--- config.mk ---
export PLATFORM = sky130hd
export DESIGN_NAME = shf_operand_unit
export DESIGN_NICKNAME = d
export VERILOG_FILES = /design/src/rtl/shf_pkg.sv /design/src/rtl/shf_operand_sel.sv /design/src/rtl/shf_rotator.sv /design/src/rtl/shf_core.sv /design/src/rtl/shf_operand_unit.sv
export SDC_FILE = /design/constraint.sdc
export NUM_CORES = 1
export LEC_CHECK = 0
export ABC_AREA = 1
export BUFFER_PORTS_ARGS = -buffer_cell sky130_fd_sc_hd__buf_2
export CAP_MARGIN = 15
export CORE_UTILIZATION = 40
export DETAILED_ROUTE_END_ITERATION = 8
export PLACE_DENSITY = 0.67
export RECOVER_POWER = 50
export SYNTH_ARGS = -nofsm -noshare
export SYNTH_HDL_FRONTEND = slang
export SYNTH_SLANG_ARGS = --single-unit
--- constraint.sdc ---
create_clock -name vclk -period 5.7
set_clock_uncertainty 0.05 [all_clocks]
set_input_delay 0.285 -clock vclk [all_inputs]
set_output_delay 0.285 -clock vclk [all_outputs]
set_load 0.02 [all_outputs]
--- src/rtl/shf_pkg.sv ---
package shf_pkg;

  typedef enum logic [2:0] {
    SHK_LSL = 3'd0,
    SHK_LSR = 3'd1,
    SHK_ASR = 3'd2,
    SHK_ROR = 3'd3,
    SHK_RRX = 3'd4
  } shk_e;

  typedef enum logic [1:0] {
    OPS_IMM     = 2'd0,
    OPS_REG_IMM = 2'd1,
    OPS_REG_REG = 2'd2,
    OPS_REG_ALT = 2'd3
  } ops_e;

endpackage

--- src/rtl/shf_operand_sel.sv ---
module shf_operand_sel #(
  parameter int DATA_W        = 32,
  parameter int AMT_W         = 8,
  parameter int PC_OFS_WIDE   = 8,
  parameter int PC_OFS_NARROW = 4
) (
  input  logic [1:0]        op_sel,
  input  logic [DATA_W-1:0] imm_val,
  input  logic [DATA_W-1:0] reg_val,
  input  logic              reg_is_pc,
  input  logic              narrow_state,
  input  logic [AMT_W-1:0]  amt_imm,
  input  logic [DATA_W-1:0] amt_reg,
  input  logic [2:0]        shift_kind,
  output logic [DATA_W-1:0] shift_src,
  output logic [AMT_W-1:0]  shift_amt,
  output logic [2:0]        kind_eff
);
  import shf_pkg::*;

  logic [DATA_W-1:0] pc_offset;
  logic [DATA_W-1:0] reg_adjusted;
  logic              unused_amt_hi;

  assign unused_amt_hi = ^amt_reg[DATA_W-1:AMT_W];

  // pipeline read-ahead of the program counter depends on instruction width
  assign pc_offset    = narrow_state ? DATA_W'(PC_OFS_NARROW) : DATA_W'(PC_OFS_WIDE);
  assign reg_adjusted = reg_is_pc ? (reg_val + pc_offset) : reg_val;

  always_comb begin
    unique case (op_sel)
      OPS_IMM: begin
        // an unshifted operand: left shift by zero leaves value and carry alone
        shift_src = imm_val;
        shift_amt = '0;
        kind_eff  = SHK_LSL;
      end
      OPS_REG_IMM: begin
        shift_src = reg_adjusted;
        shift_amt = amt_imm;
        kind_eff  = shift_kind;
      end
      default: begin
        shift_src = reg_adjusted;
        shift_amt = amt_reg[AMT_W-1:0];
        kind_eff  = shift_kind;
      end
    endcase
  end

endmodule

--- src/rtl/shf_rotator.sv ---
module shf_rotator #(
  parameter int DATA_W = 32,
  localparam int ROT_W = $clog2(DATA_W)
) (
  input  logic [DATA_W-1:0] din,
  input  logic [ROT_W-1:0]  amt,
  output logic [DATA_W-1:0] dout
);
  logic [DATA_W-1:0] stage [0:ROT_W];

  assign stage[0] = din;

  // logarithmic rotate-right: stage s rotates by 2**s when amt[s] is set
  for (genvar s = 0; s < ROT_W; s++) begin : g_stage
    localparam int STEP = 1 << s;
    assign stage[s+1] = amt[s]
      ? {stage[s][STEP-1:0], stage[s][DATA_W-1:STEP]}
      : stage[s];
  end

  assign dout = stage[ROT_W];

endmodule

--- src/rtl/shf_core.sv ---
module shf_core #(
  parameter int DATA_W = 32,
  parameter int AMT_W  = 8,
  localparam int ROT_W = $clog2(DATA_W)
) (
  input  logic [2:0]        kind,
  input  logic [DATA_W-1:0] src,
  input  logic [AMT_W-1:0]  amt,
  input  logic              cin,
  output logic [DATA_W-1:0] result,
  output logic              cout
);
  import shf_pkg::*;

  function automatic logic [DATA_W-1:0] keep_low(input logic [AMT_W-1:0] n);
    return {DATA_W{1'b1}} >> n;
  endfunction

  function automatic logic [DATA_W-1:0] keep_high(input logic [AMT_W-1:0] n);
    return {DATA_W{1'b1}} << n;
  endfunction

  logic              amt_zero;
  logic              amt_over;
  logic              src_sign;
  logic [ROT_W-1:0]  amt_mod;
  logic [ROT_W-1:0]  rot_amt;
  logic [ROT_W-1:0]  below_idx;
  logic [DATA_W-1:0] rot_val;
  logic [DATA_W-1:0] low_mask;
  logic [DATA_W-1:0] high_mask;
  logic              kind_counted;

  assign amt_zero     = (amt == '0);
  assign amt_over     = (int'(amt) > DATA_W);
  assign src_sign     = src[DATA_W-1];
  assign amt_mod      = amt[ROT_W-1:0];
  assign below_idx    = amt_mod - ROT_W'(1);
  assign kind_counted = (kind <= SHK_ROR);
  assign low_mask     = keep_low(amt);
  assign high_mask    = keep_high(amt);

  // a left shift is a right rotate by the complement; the same index names
  // the last bit pushed out of the top
  assign rot_amt = (kind == SHK_LSL) ? (ROT_W'(0) - amt_mod) : amt_mod;

  shf_rotator #(.DATA_W(DATA_W)) u_rot (
    .din  (src),
    .amt  (rot_amt),
    .dout (rot_val)
  );

  always_comb begin
    result = src;
    cout   = cin;
    if (kind_counted && amt_zero) begin
      result = src;
      cout   = cin;
    end else begin
      case (kind)
        SHK_LSL: begin
          if (amt_over) begin
            result = '0;
            cout   = 1'b0;
          end else begin
            result = rot_val & high_mask;
            cout   = src[rot_amt];
          end
        end
        SHK_LSR: begin
          if (amt_over) begin
            result = '0;
            cout   = 1'b0;
          end else begin
            result = rot_val & low_mask;
            cout   = src[below_idx];
          end
        end
        SHK_ASR: begin
          if (amt_over) begin
            result = {DATA_W{src_sign}};
            cout   = src_sign;
          end else begin
            result = (rot_val & low_mask) | ({DATA_W{src_sign}} & ~low_mask);
            cout   = src[below_idx];
          end
        end
        SHK_ROR: begin
          result = rot_val;
          cout   = rot_val[DATA_W-1];
        end
        SHK_RRX: begin
          result = {cin, src[DATA_W-1:1]};
          cout   = src[0];
        end
        default: begin
          result = src;
          cout   = cin;
        end
      endcase
    end

    if (kind_counted && amt_zero)
      assert_zero_amt_R1: assert (result == src && cout == cin)
        else $error("zero amount altered operand");
    if ((kind == SHK_LSL || kind == SHK_LSR) && amt_over)
      assert_logic_over_R3: assert (result == '0 && !cout)
        else $error("logical shift past width not cleared");
    if (kind == SHK_ASR && amt_over)
      assert_asr_over_R6: assert (result == {DATA_W{src[DATA_W-1]}} && cout == src[DATA_W-1])
        else $error("arithmetic shift past width not sign filled");
    if (kind == SHK_ROR && !amt_zero)
      assert_ror_carry_R7: assert (cout == result[DATA_W-1])
        else $error("rotate carry differs from result top bit");
    if (kind == SHK_RRX)
      assert_rrx_R8: assert (result[DATA_W-2:0] == src[DATA_W-1:1]
                             && result[DATA_W-1] == cin && cout == src[0])
        else $error("rotate through carry wrong");
    if (kind > SHK_RRX)
      assert_undef_kind_R9: assert (result == src && cout == cin)
        else $error("undefined kind altered operand");
  end

endmodule

--- src/rtl/shf_operand_unit.sv ---
module shf_operand_unit #(
  parameter int DATA_W        = 32,
  parameter int AMT_W         = 8,
  parameter int PC_OFS_WIDE   = 8,
  parameter int PC_OFS_NARROW = 4
) (
  input  logic [1:0]        op_sel,
  input  logic [DATA_W-1:0] imm_val,
  input  logic [DATA_W-1:0] reg_val,
  input  logic              reg_is_pc,
  input  logic              narrow_state,
  input  logic [AMT_W-1:0]  amt_imm,
  input  logic [DATA_W-1:0] amt_reg,
  input  logic [2:0]        shift_kind,
  input  logic              carry_in,
  output logic [DATA_W-1:0] result,
  output logic              carry_out
);
  import shf_pkg::*;

  logic [DATA_W-1:0] shift_src;
  logic [AMT_W-1:0]  shift_amt;
  logic [2:0]        kind_eff;

  shf_operand_sel #(
    .DATA_W        (DATA_W),
    .AMT_W         (AMT_W),
    .PC_OFS_WIDE   (PC_OFS_WIDE),
    .PC_OFS_NARROW (PC_OFS_NARROW)
  ) u_sel (
    .op_sel       (op_sel),
    .imm_val      (imm_val),
    .reg_val      (reg_val),
    .reg_is_pc    (reg_is_pc),
    .narrow_state (narrow_state),
    .amt_imm      (amt_imm),
    .amt_reg      (amt_reg),
    .shift_kind   (shift_kind),
    .shift_src    (shift_src),
    .shift_amt    (shift_amt),
    .kind_eff     (kind_eff)
  );

  shf_core #(
    .DATA_W (DATA_W),
    .AMT_W  (AMT_W)
  ) u_core (
    .kind   (kind_eff),
    .src    (shift_src),
    .amt    (shift_amt),
    .cin    (carry_in),
    .result (result),
    .cout   (carry_out)
  );

  always_comb begin
    if (op_sel == OPS_IMM)
      assert_imm_pass_R11: assert (result == imm_val && carry_out == carry_in)
        else $error("immediate operand not passed through");
  end

endmodule

==> key figures <==
Yosys
  – Combinational family with the most area after synthesis: simple AND/OR/NAND/NOR gates
  – Syn nets: 1233
  – Mux cell area share after synthesis: 0%
  – Post-synthesis xor/xnor area fraction: 1.76%
  – Synthesized area: 5410 um2
  – Avg Cell Area, Syn: 4.84 um2
  – Post-synthesis cell type count: 51
  – Sequential-to-total area share from yosys stat: 0%
  – Post-synthesis simple-gate area fraction: 56.9%
  – Compound-Gate Fraction of Synth Area: 26.4%
  – Ys Warns: 0
  – Cells after synthesis: 1117
  – Fraction of the mapped netlist area in adder cells: 1.06%

Setup path
  – Arrival @ worst endpoint: 4.14 ns
  – Worst Path Max Fanout: 36
  – CP max stage delay: 0.49 ns
  – Slowest CP cell: ha_1
  – Crit path kind: in2out
  – Startpoint Class: input pin
  – Required @ worst endpoint: 5.37 ns
  – Crit end category: output pin
  – Crit-path cells: buf_2, inv_4, nand2_8, o22ai_4, buf_4, inv_1, ha_1, clkinv_1, o21ai_4, buf_4, o211ai_1, nand3_1, nand2_1, o21ai_1, a21oi_1, a21oi_1, nor2_1, buf_2
  – Worst path top cell family by delay: buffers and inverters
  – Critical path buffers and inverters: 7

Route
  – WL final: 26600 um
  – DR WL/cell: 19.4 um
  – Drt via density: 6.05
  – Post-route DRC: 0
  – ANT nets after route: 0
  – Via count: 8297
  – 1st-pass router iterations: 8
  – Drt first-iter violations: 1113

Final layout
  – Area delta synth->final: 12.4%
  – Most frequent cells in the layout: 334 x nand2_1, 227 x nand3_1, 107 x inv_1
  – Commonest non-fill, non-tap cell in the layout: nand2_1
  – Final #Nets: 1313
  – Antenna Cells: 0
  – Flip-flop and latch area: 0 um2
  – FF+latch count: 0
  – Clock Buffer Count: 0
  – Non-Filler Instances: 1371
  – Fin util: 46.1%
  – Layout cell share with drive strength beyond 1: 14.8%

Clocking
  – Hold buffers post-CTS: 0
  – Post-cts gate resize count: 0
  – Setup Fix Bufs, Post-CTS: 0

Timing
  – Final slew viol count: 0
  – Actual slew at the worst max-slew pin: 0.822 ns
  – RSZ-0062 raised after global routing: false
  – Period Utilization, post-route: 78.6%
  – Clock period minus worst slack: 4.48 ns
  – # setup viols final: 0
  – Final Hold Vio Count: 0
  – Slew Limit Headroom: 44.6%
  – Highest clock rate: 0.223 GHz
  – Setup TNS: 0 ns

Global routing
  – Antenna violations before repair: 1
  – Largest net degree at the start of global routing: 47
  – First-pass GRT wire length: 40500 um
  – Global route overflow: 0
  – GRT Total Usage: 36.9%
  – Vias in the first global route: 7312

Pwr
  – Pwr dens: 155 nW/um2
  – Final Total Pwr: 0.000944 W
  – VDD IR max: 0.0962 mV
  – P_leak: 3.07 nW

Placement
  – Post-placement cell count: 1371
  – Count of input and output buffers: 121
  – GPL Wtd Cong: 1.03
  – DP Wirelength: 21200 um

Job
  – Max cap viols: 0

Die
  – Io pins: 145
  – DIE AREA: 14000 um2
  – Initial cell density of the core: 41.0%
  – Rows: 42
  – DIE WIDTH: 118 um
  – Die Y: 118 um
  – Core footprint: 13200 um2

Min path
  – Hold crit path type: in2out

Run status
  – Status: completed
==> power breakdown <==
part           internal, W  switching (W)  total, W  leakage, nW
combinational     0.000274       0.000670  0.000944         3.07
sequential               0              0         0            0
clock                    0              0         0            0
==> cells in the mapped netlist, types with 5 or more instances <==
| cell type | instances | area (um2) |
|---|---|---|
| nand2_1 | 334 | 1250 |
| nand3_1 | 227 | 1140 |
| inv_1 | 107 | 402 |
| nor2_1 | 94 | 353 |
| o21ai_0 | 53 | 265 |
| a21oi_1 | 43 | 215 |
| o211ai_1 | 38 | 285 |
| clkbuf_1 | 32 | 120 |
| or2_2 | 19 | 119 |
| buf_2 | 18 | 90.1 |
| a22oi_1 | 16 | 120 |
| o221ai_1 | 14 | 123 |
| o21ai_1 | 11 | 55.1 |
| nand4_1 | 10 | 62.6 |
| o22ai_1 | 10 | 62.6 |
| inv_2 | 9 | 33.8 |
| buf_4 | 7 | 52.6 |
| a31oi_1 | 6 | 37.5 |
| nor2_2 | 6 | 37.5 |
| a221o_1 | 5 | 50.1 |
| xor2_1 | 5 | 43.8 |
==> per-layer routing <==
metal | track usage (%) | routed length [um]
met1 | 50.5 | 11200
met2 | 54.9 | 11000
met3 | 7.63 | 2830
met4 | 17.1 | 1510
met5 | 0 | 13
==> metrics by stage <==
stage               cell area [um2]  hold slack (ns)  setup WS (ns)
finish                         6080            0.913           1.22
floorplan                      5410            0.702           2.27
CTS                            6100            0.913           1.46
global placement               6100            0.894           1.48
detailed placement             6100            0.907           1.47
global route                   6080            0.960           1.03
==> cells by family (layout without fill, tap and decap cells) <==
logic type | Yosys count | in the layout
AND/OR/NAND/NOR | 704 | 704
AO/OA/AOI/OAI | 215 | 215
buffers and inverters | 184 | 262
XOR/XNOR | 10 | 10
adder cells (fa/ha/maj) | 4 | 4
==> tightest hold or removal path, cell delays in order <==
cell    delay, ns
buf_2        0.10
nor2_1       0.04
nor2_1       0.09
buf_2        0.16
==> path summary, 6_finish.rpt <==
check	from	endpoint	cells past startpoint
worst max-delay path	op_sel[1]	result[18]	18
worst min-delay path	carry_in	carry_out	4
==> cell type report <==
| cell class | count | area [um2] |
|---|---|---|
| Multi-Input combinational cell | 933 | 4660 |
| Tap cell | 176 | 220 |
| Timing Repair Buffer | 140 | 729 |
| Fill cell | 1565 | 7110 |
| Inverter | 122 | 465 |
No activity file was read; power rests on OpenSTA's default activity.
